### config.mk
export PLATFORM = sky130hd
export DESIGN_NAME = evlink_port_ctrl
export DESIGN_NICKNAME = d
export VERILOG_FILES = /design/src/rtl/evlink_pkg.sv /design/src/rtl/evlink_sync.sv /design/src/rtl/evlink_chan.sv /design/src/rtl/evlink_merge.sv /design/src/rtl/evlink_port_ctrl.sv
export SDC_FILE = /design/constraint.sdc
export NUM_CORES = 1
export LEC_CHECK = 0
export BUFFER_PORTS_ARGS = -buffer_cell sky130_fd_sc_hd__buf_2
export CORE_ASPECT_RATIO = 0.6
export CORE_UTILIZATION = 42
export CTS_CLUSTER_SIZE = 16
export DETAILED_ROUTE_END_ITERATION = 10
export PLACE_DENSITY = 0.72
export SKIP_LAST_GASP = 1
export SYNTH_ARGS = -nofsm -noshare
export SYNTH_HDL_FRONTEND = slang
export SYNTH_SLANG_ARGS = --single-unit
export TNS_END_PERCENT = 100
### constraint.sdc
create_clock -name clk -period 3.65 [get_ports clk]
set_clock_uncertainty 0.05 [all_clocks]
set_input_delay 0.365 -clock clk [delete_from_list [all_inputs] [get_ports clk]]
set_output_delay 0.365 -clock clk [all_outputs]
set_load 0.01 [all_outputs]
### src/rtl/evlink_pkg.sv
package evlink_pkg;

  localparam int unsigned PORT_W = 8;
  localparam int unsigned BIT_W  = $clog2(PORT_W);

  typedef enum logic [1:0] {
    GSEL_OFF  = 2'b00,
    GSEL_G0   = 2'b01,
    GSEL_G1   = 2'b10,
    GSEL_BAD  = 2'b11
  } gsel_e;

  // stored part of a channel register, bit 7 is not stored
  typedef struct packed {
    logic [1:0]       mode;
    gsel_e            gsel;
    logic [BIT_W-1:0] pin;
  } chan_cfg_t;

  // output-pin action requested by one channel
  typedef struct packed {
    logic             vld;
    logic             grp;
    logic [BIT_W-1:0] pin;
    logic [1:0]       mode;
  } out_req_t;

  function automatic logic cfg_enabled(input chan_cfg_t c);
    return (c.gsel == GSEL_G0) || (c.gsel == GSEL_G1);
  endfunction

endpackage

### src/rtl/evlink_sync.sv
module evlink_sync #(
  parameter int unsigned W = 16
) (
  input  logic         clk,
  input  logic         rst_n,
  input  logic [W-1:0] async_i,
  output logic [W-1:0] sync_o
);

  logic [W-1:0] stg1_q;
  logic [W-1:0] stg2_q;

  always_ff @(posedge clk or negedge rst_n) begin
    if (!rst_n) begin
      stg1_q <= '0;
      stg2_q <= '0;
    end else begin
      stg1_q <= async_i;
      stg2_q <= stg1_q;
    end
  end

  assign sync_o = stg2_q;

endmodule

### src/rtl/evlink_chan.sv
module evlink_chan
  import evlink_pkg::*;
(
  input  logic              clk,
  input  logic              rst_n,
  input  logic              wr_en,
  input  logic [6:0]        wr_data,
  input  logic [PORT_W-1:0] g0_lvl,
  input  logic [PORT_W-1:0] g1_lvl,
  input  logic [PORT_W-1:0] g0_dir,
  input  logic [PORT_W-1:0] g1_dir,
  input  logic              ev_in,
  output chan_cfg_t         cfg_o,
  output logic              ev_out,
  output out_req_t          req_o
);

  chan_cfg_t cfg_q, cfg_d, cfg_new;
  logic      hist_q, hist_d;
  logic      ev_q, ev_d;
  logic      cur_lvl, new_lvl, cur_dir, en;
  logic      rise, fall, hit;

  function automatic logic pick(input chan_cfg_t c, input logic [PORT_W-1:0] a,
                                input logic [PORT_W-1:0] b);
    return (c.gsel == GSEL_G1) ? b[c.pin] : a[c.pin];
  endfunction

  assign cfg_new = chan_cfg_t'(wr_data);

  always_comb begin
    en      = cfg_enabled(cfg_q);
    cur_lvl = pick(cfg_q, g0_lvl, g1_lvl);
    cur_dir = pick(cfg_q, g0_dir, g1_dir);
    new_lvl = pick(cfg_new, g0_lvl, g1_lvl);
    rise    = cur_lvl & ~hist_q;
    fall    = ~cur_lvl & hist_q;
    hit     = 1'b0;
    if (en && !cur_dir && !wr_en) begin
      if (cfg_q.mode[1])      hit = rise | fall;
      else if (cfg_q.mode[0]) hit = fall;
      else                    hit = rise;
    end
    // a write reloads the history with the level of the newly chosen pin
    hist_d = wr_en ? new_lvl : cur_lvl;
    cfg_d  = wr_en ? cfg_new : cfg_q;
    ev_d   = hit;
  end

  always_ff @(posedge clk or negedge rst_n) begin
    if (!rst_n) begin
      cfg_q  <= '0;
      hist_q <= 1'b0;
      ev_q   <= 1'b0;
    end else begin
      if (wr_en) cfg_q <= cfg_d;
      hist_q <= hist_d;
      ev_q   <= ev_d;
    end
  end

  always_comb begin
    req_o.vld  = en & cur_dir & ev_in;
    req_o.grp  = (cfg_q.gsel == GSEL_G1);
    req_o.pin  = cfg_q.pin;
    req_o.mode = cfg_q.mode;
  end

  assign cfg_o  = cfg_q;
  assign ev_out = ev_q;

endmodule

### src/rtl/evlink_merge.sv
module evlink_merge
  import evlink_pkg::*;
#(
  parameter int unsigned NUM_CH = 4
) (
  input  logic              clk,
  input  logic              rst_n,
  input  out_req_t          req_i [NUM_CH],
  output logic [PORT_W-1:0] g0_out,
  output logic [PORT_W-1:0] g1_out
);

  logic [PORT_W-1:0] g0_q, g0_d, g1_q, g1_d;
  logic              upd_en;

  // ascending scan: the last (highest) channel writing a bit wins
  always_comb begin
    g0_d   = g0_q;
    g1_d   = g1_q;
    upd_en = 1'b0;
    for (int c = 0; c < NUM_CH; c++) begin
      if (req_i[c].vld) begin
        upd_en = 1'b1;
        if (req_i[c].grp)
          g1_d[req_i[c].pin] = req_i[c].mode[1] ? ~g1_q[req_i[c].pin] : req_i[c].mode[0];
        else
          g0_d[req_i[c].pin] = req_i[c].mode[1] ? ~g0_q[req_i[c].pin] : req_i[c].mode[0];
      end
    end
  end

  always_ff @(posedge clk or negedge rst_n) begin
    if (!rst_n) begin
      g0_q <= '0;
      g1_q <= '0;
    end else if (upd_en) begin
      g0_q <= g0_d;
      g1_q <= g1_d;
    end
  end

  assign g0_out = g0_q;
  assign g1_out = g1_q;

endmodule

### src/rtl/evlink_port_ctrl.sv
module evlink_port_ctrl
  import evlink_pkg::*;
#(
  parameter  int unsigned NUM_CH = 4,
  localparam int unsigned ADDR_W = (NUM_CH > 1) ? $clog2(NUM_CH) : 1
) (
  input  logic              clk,
  input  logic              rst_n,
  input  logic              cfg_we,
  input  logic [ADDR_W-1:0] cfg_addr,
  input  logic [7:0]        cfg_wdata,
  output logic [7:0]        cfg_rdata,
  input  logic [NUM_CH-1:0] ev_in,
  output logic [NUM_CH-1:0] ev_out,
  input  logic [PORT_W-1:0] gp0_in,
  input  logic [PORT_W-1:0] gp1_in,
  input  logic [PORT_W-1:0] gp0_dir,
  input  logic [PORT_W-1:0] gp1_dir,
  output logic [PORT_W-1:0] gp0_out,
  output logic [PORT_W-1:0] gp1_out
);

  logic [2*PORT_W-1:0] lvl_sync;
  chan_cfg_t           cfg_arr [NUM_CH];
  out_req_t            req_arr [NUM_CH];
  logic                unused_wbit;

  assign unused_wbit = cfg_wdata[7];

  evlink_sync #(.W(2*PORT_W)) u_sync (
    .clk     (clk),
    .rst_n   (rst_n),
    .async_i ({gp1_in, gp0_in}),
    .sync_o  (lvl_sync)
  );

  for (genvar g = 0; g < NUM_CH; g++) begin : g_chan
    evlink_chan u_chan (
      .clk     (clk),
      .rst_n   (rst_n),
      .wr_en   (cfg_we && (int'(cfg_addr) == g)),
      .wr_data (cfg_wdata[6:0]),
      .g0_lvl  (lvl_sync[PORT_W-1:0]),
      .g1_lvl  (lvl_sync[2*PORT_W-1:PORT_W]),
      .g0_dir  (gp0_dir),
      .g1_dir  (gp1_dir),
      .ev_in   (ev_in[g]),
      .cfg_o   (cfg_arr[g]),
      .ev_out  (ev_out[g]),
      .req_o   (req_arr[g])
    );
  end

  evlink_merge #(.NUM_CH(NUM_CH)) u_merge (
    .clk    (clk),
    .rst_n  (rst_n),
    .req_i  (req_arr),
    .g0_out (gp0_out),
    .g1_out (gp1_out)
  );

  always_comb begin
    cfg_rdata = 8'h80;
    for (int c = 0; c < NUM_CH; c++)
      if (int'(cfg_addr) == c) cfg_rdata = {1'b1, cfg_arr[c]};
  end

endmodule

==> results.json, run 1 <==
{
  "overflow": 0,
  "cts_resized": 0,
  "placedCellCount": 897,
  "initial_core_util_pct": 44.0,
  "synth_seq_area_share_pct": 34.3,
  "post_synth_main_area_contributors": "sky130_fd_sc_hd__dfrtp_1 (34%), sky130_fd_sc_hd__mux4_2 (7.0%), sky130_fd_sc_hd__mux2_2 (5.5%)",
  "grt_antenna_before_repair": 0,
  "placement.cell_area_um2": 6860,
  "net-switching-power_mw": 1.97,
  "synth_enable_flop_cells": 0,
  "slew_worst_pin_ns": 1.10,
  "gp_congestion": 1.03,
  "clock-root-buffer": "sky130_fd_sc_hd__clkbuf_16",
  "worst_hold_slack_ns": 0.0627,
  "postCtsSetupRepairBufs": 0,
  "synth.ff_latch_count": 84,
  "endpoint_kind": "register",
  "dr.first_iter.drc_count": 833,
  "grt_setup_unrepaired": "false",
  "final.min_clock_period_ns": 3.15,
  "synthFlopType": "sky130_fd_sc_hd__dfrtp_1",
  "cp_data_arrival_time_ns": 3.37,
  "timing.setup.tns_ns": 0,
  "gr-usage-all-layers_pct": 32.8,
  "ff2ff_setup_slack_ns": 0.50,
  "crit_path_start_kind": "register",
  "post-layout-total-power_mw": 4.45,
  "drcViolationCount": 0,
  "drt-pass1-iter-count": 6,
  "die_x_um": 158,
  "worst_ep_required_time_ns": 3.87,
  "final_cell_count_without_fillers": 913,
  "seq_power_share_pct": 33.7,
  "run_status": "completed",
  "timing.setup.critical_path_class": "register to register",
  "io_pins": 77,
  "clockPowerShare_pct": 20.9,
  "postSynthAreaPerCell_um2": 9.66,
  "cts_sinks": 84,
  "drive_gt1_share_pct": 27.5,
  "globalRoute.busiestLayer": "met1",
  "synth_fp_nets": 696,
  "gr-usage-met1_pct": 50.2,
  "global_route.usage.met2_pct": 45.4,
  "max_slew_margin_pct": 26.7,
  "synth.cell_area_um2": 6130,
  "syn-instance-count": 635,
  "finalCritPeriodShare_pct": 86.3,
  "first_global_vias": 5497,
  "internal_power_mw": 2.49,
  "tritoncts": "yes",
  "clkLatencyLatePin_ns": 0.35,
  "detail-route-antenna-nets": 0,
  "synth_cell_types": 77,
  "cts_max_path_buffers": 2,
  "combinationalPowerShare_pct": 45.3,
  "ir_drop_mv": 0.242,
  "fraction_of_registers_with_async_set_reset_pct": 100,
  "port_buffers": 74,
  "synth_area_leader_cell": "sky130_fd_sc_hd__dfrtp_1",
  "finalMaxSlewViolations": 0,
  "switching_share_pct": 44.1,
  "final_area_um2": 7160,
  "area_growth_pct": 16.8,
  "timing_hold_violations_final": 0,
  "final_nets": 777,
  "setup_viol": 0,
  "die_area_um2": 15100,
  "cts_hold_buf": 0,
  "detail_route.wl_per_cell_um": 26.0,
  "leakage_power_total_nw": 3.01,
  "coreArea_um2": 14000,
  "max_cap_violations": 0,
  "hold_crit_class": "input port to register",
  "placementRows": 33,
  "route.final.wire_length_mm": 23.8,
  "clk_pin_slew_worst_paths_ns": 0.08,
  "yosysWarnings": 0,
  "detailroute.via_count": 6043,
  "detailed_place_hpwl_mm": 18.2,
  "htree_num_levels": 3,
  "vias_per_cell": 6.62,
  "cellPowerDensity_nw_per_um2": 622,
  "y_dimension_of_the_die_um": 95.6,
  "insertedDiodeCount": 0,
  "numCtsBuffers": 9,
  "grt_max_degree": 85,
  "fmax_mhz": 317,
  "grt_util_met3_pct": 8.77,
  "first_pass_grt_wire_length_mm": 35.3,
  "worst-path-max-fanout": 11,
  "synth_top_area_share_pct": 34.3
}
==> state kept, by name, summed over array words and instances, names as in the netlist <==
| name | count |
|---|---|
| g_chan.u_chan.cfg_o | 28 |
| g_chan.u_chan.hist_q | 4 |
| g_chan.u_chan.ev_out | 4 |
| u_sync.stg1_q | 16 |
| u_sync.sync_o | 16 |
| u_merge.g1_out | 8 |
| u_merge.g0_out | 8 |
==> synthesized netlist by cell type (4+ instances only) <==
master                       n
sky130_fd_sc_hd__nor2b_1     9
sky130_fd_sc_hd__nor2_1     51
sky130_fd_sc_hd__o31ai_1    10
sky130_fd_sc_hd__o211ai_1   10
sky130_fd_sc_hd__dfrtp_1    84
sky130_fd_sc_hd__a211o_1     4
sky130_fd_sc_hd__mux2_2     30
sky130_fd_sc_hd__a32oi_1     4
sky130_fd_sc_hd__nand2b_1    9
sky130_fd_sc_hd__o21ai_1     9
sky130_fd_sc_hd__or3_1       6
sky130_fd_sc_hd__a222oi_1    8
sky130_fd_sc_hd__a211oi_1   10
sky130_fd_sc_hd__ha_1       12
sky130_fd_sc_hd__a221o_1     4
sky130_fd_sc_hd__mux2_1      5
sky130_fd_sc_hd__and2_1      5
sky130_fd_sc_hd__and3_1      6
sky130_fd_sc_hd__nand3_1    13
sky130_fd_sc_hd__nor3b_1     5
sky130_fd_sc_hd__a221oi_1    6
sky130_fd_sc_hd__mux2i_1    30
sky130_fd_sc_hd__buf_2      14
sky130_fd_sc_hd__nand3b_1    7
sky130_fd_sc_hd__inv_1      29
sky130_fd_sc_hd__o221ai_1    6
sky130_fd_sc_hd__o21ai_0    11
sky130_fd_sc_hd__a2111oi_0   4
sky130_fd_sc_hd__a31oi_1     7
sky130_fd_sc_hd__nand2_1    37
sky130_fd_sc_hd__a22o_1      7
sky130_fd_sc_hd__a21oi_1    29
sky130_fd_sc_hd__buf_4       6
sky130_fd_sc_hd__mux4_2     19
sky130_fd_sc_hd__clkbuf_1   23
sky130_fd_sc_hd__a22oi_1    25
sky130_fd_sc_hd__nor3_1     20
==> logic make-up (layout without fill, tap and decap cells) <==
| logic type | Yosys count | in the layout | synth area share, % |
|---|---|---|---|
| fa+ha+maj | 12 | 12 | 2.45 |
| simple gates | 186 | 186 | 15.9 |
| buf+inv | 81 | 167 | 5.75 |
| compound gates | 185 | 185 | 22.4 |
| flops | 84 | 84 | 34.3 |
| other cells | 1 | 1 | 0.0611 |
| mux | 86 | 86 | 19.2 |
==> cell usage in the layout, fill, tap and decap left out, types with 10 or more instances in the layout <==
cell type,netlist,final
sky130_fd_sc_hd__o21ai_0,11,11
sky130_fd_sc_hd__mux2i_1,30,30
sky130_fd_sc_hd__nand2_1,37,37
sky130_fd_sc_hd__nor2_1,51,51
sky130_fd_sc_hd__inv_1,29,29
sky130_fd_sc_hd__dfrtp_1,84,84
sky130_fd_sc_hd__nor3_1,20,20
sky130_fd_sc_hd__buf_4,6,44
sky130_fd_sc_hd__o31ai_1,10,10
sky130_fd_sc_hd__a22oi_1,25,25
sky130_fd_sc_hd__nand3_1,13,13
sky130_fd_sc_hd__mux2_2,30,30
sky130_fd_sc_hd__a21oi_1,29,29
sky130_fd_sc_hd__a211oi_1,10,10
sky130_fd_sc_hd__ha_1,12,12
sky130_fd_sc_hd__o211ai_1,10,10
sky130_fd_sc_hd__buf_2,14,73
sky130_fd_sc_hd__mux4_2,19,19
==> power groups by stage <==
stage | Clock, mW | Sequential (mW) | Combinational, mW
2_1_floorplan | 0 | 1.35 | 1.30
3_3_place_gp | 0 | 1.49 | 1.93
3_5_place_dp | 0 | 1.50 | 1.95
4_1_cts | 0.940 | 1.49 | 1.96
5_1_grt | 0.978 | 1.53 | 2.16
6_report | 0.933 | 1.50 | 2.02
==> through the flow <==
step | setup WS, ns | util (%)
final | 0.499 | 51.3
after global routing | 0.363 | 51.3
after CTS | 0.583 | 51.3
after detailed placement | 0.608 | 49.2
after global placement | 0.639 | 49.2
after floorplan | 1.02 | -
==> layout make-up <==
cell class                      instances  area [um^2]
Fill cell                            1333         6790
Multi-Input combinational cell        470         3680
Sequential cell                        84         2100
Timing Repair Buffer                  118          716
Tap cell                              192          240
Clock buffer                            9          225
Inverter                               33          124
Clock inverter                          7         76.3
==> path summary, 6_finish.rpt <==
path,cells past startpoint,to,startpoint
setup / recovery,8,u_merge.g0_out[1],g_chan[2].u_chan.cfg_o[1]
hold / removal,1,u_sync.stg1_q[10],gp1_in[2]
setup reg to reg,8,u_merge.g0_out[1],g_chan[2].u_chan.cfg_o[1]
hold reg to reg,0,u_sync.sync_o[9],u_sync.stg1_q[9]
max in group asynchronous,1,u_sync.stg1_q[8],rst_n
min in group asynchronous,1,u_merge.g1_out[6],rst_n
==> critical path: stages, from the launching register on <==
cell and delay, ns:
sky130_fd_sc_hd__dfrtp_1 0.68, sky130_fd_sc_hd__buf_4 0.27, sky130_fd_sc_hd__mux4_2 0.29, sky130_fd_sc_hd__and2_1 0.18, sky130_fd_sc_hd__a211oi_1 0.66, sky130_fd_sc_hd__or3_1 0.43, sky130_fd_sc_hd__o32ai_1 0.14, sky130_fd_sc_hd__a21oi_1 0.15
sky130_fd_sc_hd__a2bb2oi_1 0.21
==> layer usage <==
metal  vias to the layer above  share of wire, %  routed length (um)
li1                       2593                 -                   -
met1                      2975                44               10500
met2                       437                40                9460
met3                        38                14                3400
met4                         0               1.6                 374
met5                         -                 0                   0
Note: power is estimated with default switching activity, not from simulation.
==> run 2, diff against run 1 <==
Clock period 3.65 ns to 2.92 ns, I/O delays scaled along.
==> run 2 against run 1 <==
  * Count of clock-buffer cells in the layout unchanged
  * Power up 33%
  * Die area unchanged
  * Register-to-register slack worse by 0.45 ns
  * Largest cell class unchanged
  * Sequential share of layout area down 2.0 points
  * Non-clock buffer count up 58
  * Critical endpoint is now g_chan[0].u_chan.ev_out
  * Core utilization up 3.8 points
  * Combinational power up 47%
  * Clock power up 29%
  * Sequential power up 17%
==> results.json, run 2 (synthesis results as in run 1) <==
{
  "clkLatencyLatePin_ns": 0.35,
  "grt_setup_unrepaired": "true",
  "vias_per_cell": 6.58,
  "max_cap_violations": 0,
  "numCtsBuffers": 9,
  "gr-usage-all-layers_pct": 34.2,
  "cpMostUsedCell": "sky130_fd_sc_hd__buf_4",
  "drive_gt1_share_pct": 31.7,
  "largest_register_ff_count": 28,
  "leakage_power_total_nw": 3.30,
  "gp_congestion": 1.09,
  "drt-pass1-iter-count": 6,
  "critical_path_max_stage_delay_ns": 0.49,
  "hold_path.startpoint": "gp1_in[4]",
  "detailed_place_hpwl_mm": 19.5,
  "overflow": 0,
  "area_growth_pct": 25.4,
  "cellPowerDensity_nw_per_um2": 769,
  "final.min_clock_period_ns": 2.87,
  "fmax_mhz": 349,
  "worst_setup_path_startpoint": "g_chan[0].u_chan.cfg_o[0]",
  "ir_drop_mv": 0.339,
  "final_area_um2": 7690,
  "timing.setup.critical_path_class": "register to register",
  "clock-root-buffer": "sky130_fd_sc_hd__clkbuf_16",
  "critical_path.top_delay_family": "compound AO/OA/AOI/OAI gates",
  "drcViolationCount": 0,
  "setup_viol": 0,
  "final_cell_count_without_fillers": 971,
  "coreArea_um2": 14000,
  "final_nets": 835,
  "timing.final.ws_setup_ns": 0.0524,
  "first_pass_grt_wire_length_mm": 36.7,
  "placementRows": 33,
  "htree_num_levels": 3,
  "detail_route.wl_per_cell_um": 25.8,
  "y_dimension_of_the_die_um": 95.6,
  "insertedDiodeCount": 0,
  "run_status": "completed",
  "worst_ep_required_time_ns": 3.11,
  "tritoncts": "yes",
  "clk_pin_slew_worst_paths_ns": 0.07,
  "finalMaxSlewViolations": 0,
  "first_global_vias": 5931,
  "cp_data_arrival_time_ns": 3.06,
  "timing_hold_violations_final": 0,
  "placedCellCount": 942,
  "dr.first_iter.drc_count": 961,
  "max_slew_margin_pct": 46.5,
  "slew_worst_pin_ns": 0.796,
  "commonest_non_fill_non_tap_cell_in_the_layout": "sky130_fd_sc_hd__buf_4",
  "grt_antenna_before_repair": 0,
  "crit_path_start_kind": "register",
  "die_x_um": 158,
  "finalCritPeriodShare_pct": 98.2,
  "placement.cell_area_um2": 7240,
  "worst-path-max-fanout": 5,
  "detailroute.via_count": 6385,
  "endpoint_kind": "register",
  "crit_slowest_cell": "sky130_fd_sc_hd__dfrtp_2",
  "detail-route-antenna-nets": 0,
  "io_pins": 77,
  "route.final.wire_length_mm": 25.1,
  "hold_crit_class": "input port to register",
  "dp_worst_setup_slack_ns": 0.0396,
  "postLayoutCoreUtil_pct": 55.1,
  "cts_max_path_buffers": 2,
  "initial_core_util_pct": 44.0,
  "mostFrequentLayoutCells": "sky130_fd_sc_hd__buf_4 (86), sky130_fd_sc_hd__dfrtp_1 (82), sky130_fd_sc_hd__buf_2 (73)",
  "regToRegStartpoint": "g_chan[0].u_chan.cfg_o[0]",
  "grt_max_degree": 45,
  "die_area_um2": 15100,
  "post-layout-total-power_mw": 5.92,
  "port_buffers": 74,
  "crit_buf_inv": 3,
  "cts_sinks": 84,
  "critical_path.cell_chain": "buf_4 > nor3_1 > buf_4 > a22o_1 > a221oi_1 > nand4_1 > o21ai_1 > inv_1 > ha_1 > nor2b_1 > a211oi_1 > a21oi_1 > and3_1"
}
run 2: final cells by class:
type,count,area (um^2)
repair buffers,176,1220
flip-flops and latches,84,2100
well taps,192,240
clock inverters,7,82.6
inverters,33,124
multi-input cells,470,3690
fillers,1300,6260
clock buffers,9,225
run 2: power by group:
group	switching [mW]	internal, mW	total, mW
sequential	0.346	1.40	1.75
combinational	1.66	1.31	2.97
clock	0.522	0.678	1.20
total	2.53	3.39	5.92
run 2: final timing paths:
| path | to | slack [ns] | cells past startpoint |
|---|---|---|---|
| hold reg to reg | u_sync.sync_o[3] | 0.29 | 0 |
| hold / removal | u_sync.stg1_q[12] | 0.005 | 1 |
| max in group asynchronous | u_sync.stg1_q[3] | 1.70 | 3 |
| min in group asynchronous | u_merge.g1_out[0] | 0.45 | 2 |
| setup reg to reg | g_chan[0].u_chan.ev_out | 0.05 | 13 |
| setup / recovery | g_chan[0].u_chan.ev_out | 0.05 | 13 |
run 2: what timing repair did:
action                     CTS  global route
setup endpoints to repair    1            17
setup buffers                0             0
gates resized for setup      1             5
cloned                       0             0
hold endpoints to repair    48             4
hold buffers                 9             4
run 2: routing by layer:
metal / vias to the layer above / part of all wire, % / track usage [%]
li1: 2721 / - / -
met1: 3131 / 44 / 51.1
met2: 480 / 39 / 46.3
met3: 53 / 14 / 11.1
met4: 0 / 2.2 / 9.29
met5: - / 0 / 0
run 2: through the flow:
step	TNS [ns]	hold slack, ns
after floorplan	0	-0.0536
after global placement	0	0.282
after detailed placement	0	0.285
after CTS	0	0.000131
after global routing	-0.0905	0.00158
final	0	0.00486
